### config.mk
export PLATFORM = sky130hd
export DESIGN_NAME = cqp_tq_prescaler
export DESIGN_NICKNAME = d
export VERILOG_FILES = /design/src/rtl/cqp_pkg.sv /design/src/rtl/cqp_pow2_div.sv /design/src/rtl/cqp_half_div.sv /design/src/rtl/cqp_brp_div.sv /design/src/rtl/cqp_tq_prescaler.sv
export SDC_FILE = /design/constraint.sdc
export NUM_CORES = 1
export LEC_CHECK = 0
export BUFFER_PORTS_ARGS = -buffer_cell sky130_fd_sc_hd__clkbuf_2
export CAP_MARGIN = 20
export CORE_MARGIN = 5
export CORE_UTILIZATION = 30
export CTS_BUF_LIST = sky130_fd_sc_hd__clkbuf_16
export DETAILED_ROUTE_END_ITERATION = 8
export PLACE_DENSITY_LB_ADDON = 0.15
export SYNTH_ARGS = -nofsm -noshare
export SYNTH_HDL_FRONTEND = slang
export SYNTH_SLANG_ARGS = --single-unit
export TNS_END_PERCENT = 5
### constraint.sdc
create_clock -name clk -period 5.95 [get_ports clk]
set_input_delay 0.2975 -clock clk [delete_from_list [all_inputs] [get_ports clk]]
set_output_delay 0.2975 -clock clk [all_outputs]
set_load 0.01 [all_outputs]
### src/rtl/cqp_pkg.sv
package cqp_pkg;

    // Default widths shared by every stage
    localparam int unsigned SEL_W_D   = 3;
    localparam int unsigned BRP_W_D   = 4;
    localparam int unsigned LOG_MAX_D = 4;

    // Divider select codes; anything above the largest legal code is reserved
    typedef enum logic [SEL_W_D-1:0] {
        DIV_BY_1  = 3'd0,
        DIV_BY_2  = 3'd1,
        DIV_BY_4  = 3'd2,
        DIV_BY_8  = 3'd3,
        DIV_BY_16 = 3'd4
    } div_code_e;

    // Map a select code to a power-of-two exponent; reserved codes fall back to /1
    function automatic int unsigned div_log(input int unsigned code,
                                            input int unsigned max_log);
        return (code <= max_log) ? code : 0;
    endfunction

    // Terminal count of a 2**exp divider
    function automatic int unsigned pow2_last(input int unsigned exp_v);
        return (1 << exp_v) - 1;
    endfunction

endpackage

### src/rtl/cqp_pow2_div.sv
module cqp_pow2_div
    import cqp_pkg::*;
#(
    parameter int unsigned SEL_W   = SEL_W_D,
    parameter int unsigned LOG_MAX = LOG_MAX_D
) (
    input  logic             clk,
    input  logic             rst,
    input  logic             run,
    input  logic [SEL_W-1:0] sel,
    output logic             ce
);
    localparam int unsigned LOG_W = $clog2(LOG_MAX + 1);
    localparam int unsigned CNT_W = (LOG_MAX > 0) ? LOG_MAX : 1;

    generate
        if (LOG_MAX == 0) begin : g_bypass
            assign ce = run;
        end else begin : g_count
            logic [LOG_W-1:0] shift_q;
            logic [CNT_W-1:0] cnt_q;
            logic [CNT_W-1:0] last;
            logic [LOG_W-1:0] shift_nxt;

            always_comb begin
                last      = CNT_W'(pow2_last(int'(shift_q)));
                shift_nxt = LOG_W'(div_log(int'(sel), LOG_MAX));
                ce        = run && (cnt_q == last);
            end

            always_ff @(posedge clk) begin
                if (rst) begin
                    shift_q <= '0;
                    cnt_q   <= '0;
                end else if (!run) begin
                    shift_q <= shift_nxt;
                    cnt_q   <= '0;
                end else if (ce) begin
                    shift_q <= shift_nxt;
                    cnt_q   <= '0;
                end else begin
                    cnt_q   <= cnt_q + 1'b1;
                end
            end


            sel_hold_chk: assert property (@(posedge clk) disable iff (rst)
                (run && !ce) |=> $stable(shift_q));

            ce_width_chk: assert property (@(posedge clk) disable iff (rst)
                (ce && shift_q != '0) |=> !ce);

            idle_clear_chk: assert property (@(posedge clk) disable iff (rst)
                !run |=> (cnt_q == '0));
        end
    endgenerate

endmodule

### src/rtl/cqp_half_div.sv
module cqp_half_div (
    input  logic clk,
    input  logic rst,
    input  logic run,
    input  logic in_ce,
    output logic out_ce
);
    logic phase_q;

    assign out_ce = in_ce && phase_q;

    always_ff @(posedge clk) begin
        if (rst || !run) begin
            phase_q <= 1'b0;
        end else if (in_ce) begin
            phase_q <= ~phase_q;
        end
    end


    half_gap_chk: assert property (@(posedge clk) disable iff (rst)
        out_ce |=> !out_ce);

endmodule

### src/rtl/cqp_brp_div.sv
module cqp_brp_div
    import cqp_pkg::*;
#(
    parameter int unsigned BRP_W = BRP_W_D
) (
    input  logic             clk,
    input  logic             rst,
    input  logic             run,
    input  logic             in_ce,
    input  logic [BRP_W-1:0] brp,
    output logic             out_ce
);
    logic [BRP_W-1:0] lim_q;
    logic [BRP_W-1:0] cnt_q;

    assign out_ce = in_ce && (cnt_q == lim_q);

    always_ff @(posedge clk) begin
        if (rst) begin
            lim_q <= '0;
            cnt_q <= '0;
        end else if (!run) begin
            lim_q <= brp;
            cnt_q <= '0;
        end else if (in_ce) begin
            if (out_ce) begin
                lim_q <= brp;
                cnt_q <= '0;
            end else begin
                cnt_q <= cnt_q + 1'b1;
            end
        end
    end


    brp_hold_chk: assert property (@(posedge clk) disable iff (rst)
        (run && !out_ce) |=> $stable(lim_q));

    tq_gap_chk: assert property (@(posedge clk) disable iff (rst)
        out_ce |=> !out_ce);

endmodule

### src/rtl/cqp_tq_prescaler.sv
module cqp_tq_prescaler
    import cqp_pkg::*;
#(
    parameter int unsigned SEL_W   = SEL_W_D,
    parameter int unsigned BRP_W   = BRP_W_D,
    parameter int unsigned LOG_MAX = LOG_MAX_D
) (
    input  logic             clk,
    input  logic             rst,
    input  logic             en,
    input  logic [SEL_W-1:0] div_sel,
    input  logic [BRP_W-1:0] brp,
    output logic             sys_ce,
    output logic             tq_ce
);
    logic run;
    logic half_ce;

    assign run = en && !rst;

    cqp_pow2_div #(
        .SEL_W   (SEL_W),
        .LOG_MAX (LOG_MAX)
    ) u_pow2 (
        .clk (clk),
        .rst (rst),
        .run (run),
        .sel (div_sel),
        .ce  (sys_ce)
    );

    cqp_half_div u_half (
        .clk    (clk),
        .rst    (rst),
        .run    (run),
        .in_ce  (sys_ce),
        .out_ce (half_ce)
    );

    cqp_brp_div #(
        .BRP_W (BRP_W)
    ) u_brp (
        .clk    (clk),
        .rst    (rst),
        .run    (run),
        .in_ce  (half_ce),
        .brp    (brp),
        .out_ce (tq_ce)
    );


    tq_in_sys_chk: assert property (@(posedge clk) disable iff (rst)
        tq_ce |-> sys_ce);

    idle_quiet_chk: assert property (@(posedge clk) disable iff (rst)
        !en |-> (!sys_ce && !tq_ce));

    always_comb begin
        if (rst) reset_quiet_chk: assert (!sys_ce && !tq_ce);
    end

endmodule

# Word level (Yosys, flattened, before mapping)
# Cells that the tools add are included.
# word_totals
regBits,16
out_inout_bits,2
# op_classes
muxes,7
order_cmp,1
bitwise_logic,2
n_eq_ne,5
n_reduce_logical,10
n_addsub,3
shifts,1
# ops
cell,n
$mux W4,4
$mux W3,3
$add A4 B1 Y4 const B,2
$eq A4 B4 Y1,2
$ne A2 B2 Y1 const B,3
$logic_and A1 B1 Y1,4
$shl A1 B3 Y4 const A,1
$sub A4 B2 Y4 const B,1
$le A3 B3 Y1 const B,1
$reduce_or A3 Y1,1
$logic_not A1 Y1,2
$not A1 Y1,2
$reduce_and A2 Y1,1
$reduce_or A2 Y1,1
$logic_or A1 B1 Y1,1

# Longest topological paths before layout
# Gate-level depths: netlist (run 1).
# logic_depth
word_depth,9
depth_mapped,9
depth_no_buf,8

# Hierarchy
# A second synthesis (run 1) with hierarchy kept.
# hier_totals
cells_unflattened,122
area_unflattened_um2,1106.1
# modules_own_cells
module,area_per_inst_um2,seq_area_each_um2,cells_each,instances
cqp_brp_div,534.3,160.2,66,1
cqp_pow2_div,509.2,140.1,51,1
cqp_half_div,48.8,20.0,4,1
cqp_tq_prescaler,13.8,0.0,1,1

# Worst setup path before layout (run 1)
# No wires, ideal clock.
# synth_timing
path_kind,register to output
start,register u_pow2.g_count.shift_q[0]
end,output port tq_ce
path_buffers,0
path_slack_ns,3.498
path_stages_with_launch,7
t_arrival_ns,2.155
path_cell_list,dfxtp_1 or3_1 ha_1 xor2_2 o31a_4 or3_4 nor3_1
# synth_between
elab_chain_cells,6
# synth_rtl
item,line_no,rtl
from (decl),cqp_pow2_div.sv:20,logic [LOG_W-1:0] shift_q;
from (signal assigned),cqp_pow2_div.sv:36,shift_q <= shift_nxt;
from (signal assigned),cqp_pow2_div.sv:39,shift_q <= shift_nxt;
$shl A1 B3 Y4,cqp_pkg.sv:25,return (1 << exp_v) - 1;
$sub A4 B2 Y4,cqp_pkg.sv:25,
$eq A4 B4 Y1,cqp_pow2_div.sv:28,ce = run && (cnt_q == last);
$logic_and A1 B1 Y1,cqp_pow2_div.sv:28,
$logic_and A1 B1 Y1,cqp_half_div.sv:10,assign out_ce = in_ce && phase_q;
$logic_and A1 B1 Y1,cqp_brp_div.sv:16,assign out_ce = in_ce && (cnt_q == lim_q);
to (decl),cqp_tq_prescaler.sv:14,output logic tq_ce
# No other way between the ends.

# Final worst setup path (run 1)
# Same ends and word-level chain as after synthesis.

==> metrics.md, run 1 <==
| Metric | Value |
|---|---|
| Post-synth EDFFs | 0 |
| Vias per cell | 4.55 |
| Peak Freq | 354 MHz |
| Row count | 20 |
| CTS max path bufs | 2 |
| Worst vdd ir | 0.118 mV |
| Root buf cell | clkbuf_16 |
| Hold path cells | 3 |
| DRC | 0 |
| Pin count of the biggest net entering global routing | 10 |
| Skew-Pair Late Insertion Delay | 0.25 ns |
| FFs w/ async S/R, synth | 0% |
| Pleak | 0.000429 uW |
| Post CTS Setup Buffer Count | 0 |
| Yosys cell types | 39 |
| GP Congestion | 0.792 |
| CTS clock-pin slew for the worst setup and hold paths | 0.05 ns |
| Final TNS setup | 0 ns |
| Core region area | 3030 um^2 |
| Die W | 66.0 um |
| ANT nets after route | 0 |
| Critical path endpoint category | output port |
| H-tree depth | 1 |
| TritonRoute pass-1 iters | 3 |
| Final Slew Violations | 0 |
| Detailed Route Iter0 Violations | 29 |
| RSZ-0062 raised after global routing | false |
| Count leader, synth | dfxtp_1 |
| Post-synthesis sequential area ratio | 34.1% |
| HP Start | brp[2] |
| Crit path launch type | flip-flop |
| Cell Pwr Density | 283 nW/um^2 |
| IO Port Bufs | 11 |
| Antenna violations before repair | 0 |
| Post-synthesis cell area | 940 um^2 |
| Worst Path Arrival | 2.53 ns |
| Synth Flop Type | dfxtp_1 |
| Final setup fails | 0 |
| Layout cell share with drive strength beyond 1 | 30.2% |
| R2r startpoint | u_pow2.g_count.shift_q[0] |
| Synth top area share | 34.1% |
| IO Pins | 12 |
| CTS Buf Count | 3 |
| Hold Crit Class | in2reg |
| Fin crit period | 2.83 ns |
| Vias in the first global route | 691 |
| Die Area | 4350 um^2 |
| Non-filler cells, final | 150 |
| R2r setup slk | 3.38 ns |
| Synth area leaders | dfxtp_1, xnor2_1, mux2_4 |
| Critical path required time | 5.65 ns |
| Final period util | 47.5% |
| Routed WL | 1760 um |
| Biggest area consumer among synthesized cells | dfxtp_1 |
| Max cap viols | 0 |
| Post-cts sizing count | 0 |
| Hold buffers post-CTS | 0 |
| RR Endpoint | u_pow2.g_count.shift_q[1] |
| Fin. Hold Viols | 0 |
| Post-Syn Instances | 92 |
| Initial Util | 31.0% |
| Final Cell Area | 1120 um^2 |
| Congestion Overflow GR | 0 |
| Worst Tran Pin Value | 0.366 ns |
| ANT cells | 0 |
| Yosys warns | 0 |
| Syn Area/Cell | 10.2 um^2 |
| Crit path from | u_pow2.g_count.shift_q[0] |
| Nets | 120 |
| Chip height | 66.0 um |
| Post-Route Skew | 0.00324 ns |
| WL/cell | 11.7 um |
| CTS tree | done |
| Max_slew headroom | 75.6% |
| Fillers | 311 |
| Critical path type | reg2out |
| DP HPWL | 1340 um |
| Critical Path Fanout Max | 6 |
| Syn_nets | 105 |
| Synth top cells by count | dfxtp_1, nor2_1, xnor2_1 |
| Outcome | finished, final reports clean |
| R2R cell count | 7 |
| First-pass GRT wire length | 3130 um |
| Area Growth Syn to Fin | 18.9% |
| Hold Path Sink | u_brp.lim_q[2] |
| Placed insts | 146 |
| Vias | 682 |
| Overall Global Routing Usage | 9.70% |
| CTS sink cnt | 16 |
| Seq cells post-synth | 16 |
| DP Area | 1040 um^2 |
state kept, by name, indices dropped and copies added, names as in the netlist:
name / cells
u_half.phase_q: 1
u_pow2.g_count.shift_q: 3
u_pow2.g_count.cnt_q: 4
u_brp.cnt_q: 4
u_brp.lim_q: 4
logic make-up (layout without fill, tap and decap cells):
kind of cell | after synthesis | in the layout | share of synthesized area (%)
and+or+nand+nor | 40 | 40 | 26.1
AOI/OAI and AO/OA | 12 | 12 | 13.0
adders and majority gates | 3 | 3 | 4.00
muxes | 8 | 8 | 10.7
DFF | 16 | 16 | 34.1
xor gates and xnor gates | 10 | 10 | 10.1
buffers and inverters | 3 | 17 | 2.00
placed cells by master (no fill, tap or decap), drive strengths merged, types with 2 or more instances in the layout:
cell	synthesis	layout
nand3	3	3
nor3	4	4
nand2	6	6
xnor2	7	7
nor2	8	8
a21oi	4	4
ha	3	3
nor3b	3	3
mux2	7	7
nand2b	2	2
clkbuf	0	14
xor2	3	3
or3	2	2
inv	2	2
o211ai	2	2
nor2b	6	6
dfxtp	16	16
where the power goes:
| part | internal (uW) | switching [uW] |
|---|---|---|
| logic | 31.2 | 33.1 |
| registers | 113 | 6.65 |
| clock network | 89.2 | 42.8 |
routing by layer:
metal | wire length (um) | track usage, % | up-vias
li1 | - | - | 351
met1 | 862 | 11.9 | 318
met2 | 760 | 13.9 | 9
met3 | 80 | 3.40 | 4
met4 | 55 | 6.85 | 0
met5 | 0 | 0 | -
worst max path at each step:
stage | end | slack (ns) | cells past startpoint
detailed placement | u_pow2.g_count.shift_q[1] | 3.38 | 7
finish | tq_ce | 3.12 | 7
global placement | tq_ce | 3.41 | 7
floorplan | tq_ce | 3.50 | 6
CTS | tq_ce | 3.11 | 7
global route | tq_ce | 2.99 | 7
per-stage QoR:
stage / setup slack [ns] / utilization [%] / power (uW) / hold WS, ns
3_3_place_gp: 3.41 / 34.3 / 187 / 0.476
3_5_place_dp: 3.38 / 34.3 / 187 / 0.481
2_1_floorplan: 3.50 / - / 175 / 0.462
5_1_grt: 2.99 / 36.9 / 333 / 0.422
6_report: 3.12 / 36.9 / 316 / 0.376
4_1_cts: 3.11 / 36.9 / 323 / 0.380
cell type report:
cell class                 count  area [um^2]  share of cell area [%]
clock buffer                   3         75.1                    6.72
inverter                       2         7.51                   0.672
tap                           44         55.1                    4.93
timing repair buffer          11         55.1                    4.93
multi-input combinational     73          601                    53.8
sequential                    16          320                    28.7
clock inverter                 1         3.75                   0.336
critical path, cell delays in order (launching register included):
cell      delay [ns]
dfxtp_1         0.35
or3_1           0.38
ha_1            0.23
xor2_2          0.22
o31a_4          0.33
or3_4           0.39
nor3_1          0.20
clkbuf_2        0.17
Power figures use the tool's default switching activity.
==> run 2: changes to the inputs <==
- clock period: 5.95 -> 2.5 ns (I/O delays scaled with it)
==> metrics.md, run 2 (same netlist as run 1, synthesis figures left out) <==
| Metric | Value |
|---|---|
| Outcome | finished, final reports clean |
| Crit path from | u_pow2.g_count.shift_q[0] |
| Crit path launch type | flip-flop |
| Area Growth Syn to Fin | 29.2% |
| CTS tree | done |
| Gate power share | 25.6% (+5.2 points) |
| ANT cells | 0 (unchanged) |
| Hold buffers post-CTS | 0 (unchanged) |
| CTS max path bufs | 2 (unchanged) |
| Slowest stage delay, CP | 0.40 ns (about the same) |
| CP endpoint | tq_ce |
| Clock Power Share | 39.8% (-2.0 points) |
| Die Area | 4350 um^2 (unchanged) |
| WL/cell | 12.1 um (+3.4%) |
| Commonest non-fill, non-tap cells in the layout | dfxtp_1, clkbuf_2, xnor2_1, nor2_1 |
| Crit path cell chain | or3_4 > ha_4 > xor2_4 > o31a_4 > or3_4 > nor3_2 > clkbuf_2 |
| Core region area | 3030 um^2 (unchanged) |
| Critical path endpoint category | output port |
| Worst Path Arrival | 2.24 ns (-0.29 ns) |
| Initial Util | 31.0% (unchanged) |
| Nets | 127 (+5.8%) |
| Fin crit period | 2.36 ns |
| Final setup fails | 0 (unchanged) |
| Largest registers | u_brp.cnt_q x4, u_brp.lim_q x4, u_pow2.g_count.cnt_q x4 |
| DRC | 0 (unchanged) |
| Root buf cell | clkbuf_16 |
| Vias per cell | 4.54 (-0.26%) |
| Final TNS setup | 0 ns (unchanged) |
| Worst Tran Pin Value | 0.312 ns (-0.0533 ns) |
| Chip height | 66.0 um (unchanged) |
| Setup ws final | 0.138 ns (-2.99 ns) |
| Critical path required time | 2.38 ns (-3.27 ns) |
| Most common library cell in the layout ignoring fill and taps | dfxtp_1 |
| Cell Pwr Density | 669 nW/um^2 (+140%) |
| Pleak | 0.000467 uW (+9.1%) |
| Max_slew headroom | 79.1% (+3.5 points) |
| Pre-CTS WS | 0.158 ns (-3.23 ns) |
| Hold Crit Class | in2reg |
| R2R cell count | 8 (+1) |
| P_int | 591 uW (+150%) |
| Vias in the first global route | 706 (+2.2%) |
| Fillers | 312 (+0.32%) |
| Die W | 66.0 um (unchanged) |
| CTS Buf Count | 3 (unchanged) |
| Crit-path slowest cell | or3_4 |
| ANT nets after route | 0 (unchanged) |
| First-pass GRT wire length | 3340 um (+6.8%) |
| R2r startpoint | u_pow2.g_count.shift_q[0] |
| Row count | 20 (unchanged) |
| GP Congestion | 0.780 (-1.5%) |
| TritonRoute pass-1 iters | 4 (+1) |
| Max cap viols | 0 (unchanged) |
| Crit-path most repeated cell | or3_4 |
| Post-Route Skew | 0.00620 ns (+0.00296 ns) |
| Antenna violations before repair | 0 (unchanged) |
| Final Slew Violations | 0 (unchanged) |
| Final period util | 94.5% |
| Worst vdd ir | 0.348 mV (+190%) |
| Flop pwr share | 34.7% (-3.2 points) |
| DP HPWL | 1420 um (+6.6%) |
| IO Pins | 12 (unchanged) |
| Peak Freq | 423 MHz |
| Fin. Hold Viols | 0 (unchanged) |
| Congestion Overflow GR | 0 (unchanged) |
| Sw Pwr | 221 uW (+170%) |
| Skew-Pair Late Insertion Delay | 0.25 ns (about the same) |
| RR Endpoint | u_brp.cnt_q[1] |
| Critical path type | reg2out |
| Overall Global Routing Usage | 10.1% (+0.43 points) |
| Sw Share | 27.2% (+1.1 points) |
| Routed WL | 1900 um (+8.2%) |
| Detailed Route Iter0 Violations | 48 (+66%) |
| Pin count of the biggest net entering global routing | 10 (unchanged) |
| CTS clock-pin slew for the worst setup and hold paths | 0.05 ns (about the same) |
| Vias | 712 (+4.4%) |
| RSZ-0062 raised after global routing | false |
| Layout cell share with drive strength beyond 1 | 37.2% (+7.0 points) |
| CTS sink cnt | 16 (unchanged) |
| Critical Path Fanout Max | 4 (-2) |
| IO Port Bufs | 11 (unchanged) |
| R2r setup slk | 0.15 ns (-3.23 ns) |
| H-tree depth | 1 (unchanged) |
[run 2: cell types whose count changed in the layout (fill, tap and decap cells not counted), sizes merged]
cell and delta:
buf +7
[run 2: routing by layer]
| layer | up-vias | track usage (%) | wire, um |
|---|---|---|---|
| met1 | 332 | 13.3 | 963 |
| met4 | 0 | 3.81 | 22 |
| met2 | 10 | 14.9 | 829 |
| met3 | 2 | 3.91 | 86 |
| li1 | 368 | - | - |
| met5 | - | 0 | 0 |
[run 2: worst min-delay path by stage]
stage          startpoint             end  slack [ns]  cells past startpoint
4_1_cts            brp[2]  u_brp.lim_q[2]        0.20                      3
6_report           brp[2]  u_brp.lim_q[2]        0.21                      3
5_1_grt            brp[2]  u_brp.lim_q[2]        0.24                      3
2_1_floorplan         rst  u_brp.lim_q[2]        0.34                      2
3_5_place_dp       brp[2]  u_brp.lim_q[2]        0.46                      3
3_3_place_gp       brp[2]  u_brp.lim_q[2]        0.45                      3
[run 2: area by class of cell]
class                   instances  area [um^2]  area share [%]
clock buffers                   3         75.1            6.19
clock inverters                 1         3.75           0.309
inverters                       2         7.51           0.619
multi-input cells              73          641            52.8
flip-flops and latches         16          320            26.4
well taps                      44         55.1            4.54
repair buffers                 18          111            9.18
[run 2: through the flow]
step | utilization, % | hold WS (ns) | cell area, um^2 | cells | power, uW
5_1_grt | 40.1 | 0.243 | 1210 | 157 | 850
3_5_place_dp | 35.5 | 0.459 | 1080 | 151 | 459
2_1_floorplan | - | 0.342 | 940 | 92 | 416
4_1_cts | 39.8 | 0.205 | 1200 | 157 | 811
6_report | 40.1 | 0.214 | 1210 | 157 | 812
3_3_place_gp | 35.5 | 0.448 | 1080 | 151 | 458
[run 2: critical path, delay by kind of cell, from the launching register on]
kind                     cells  cell delay, ns
AND/OR/NAND/NOR              3            0.89
AO/OA/AOI/OAI                1            0.29
adder cells (fa/ha/maj)      1            0.18
XOR/XNOR                     1            0.17
buffers and inverters        1            0.15
flip-flops                   1            0.30
[run 2: power by group through the flow]
| stage | Sequential [uW] | Clock, uW | Combinational, uW |
|---|---|---|---|
| floorplan | 286 | 0 | 130 |
| global placement | 286 | 0 | 171 |
| detailed placement | 286 | 0 | 173 |
| CTS | 281 | 333 | 197 |
| global route | 283 | 342 | 226 |
| finish | 281 | 323 | 208 |
[run 2: repair_timing]
item	in CTS	in global routing
setup endpoints to repair	1	7
buffers inserted	2	0
hold endpoints to repair	0	0
pin swaps	5	2
gates resized for setup	5	2
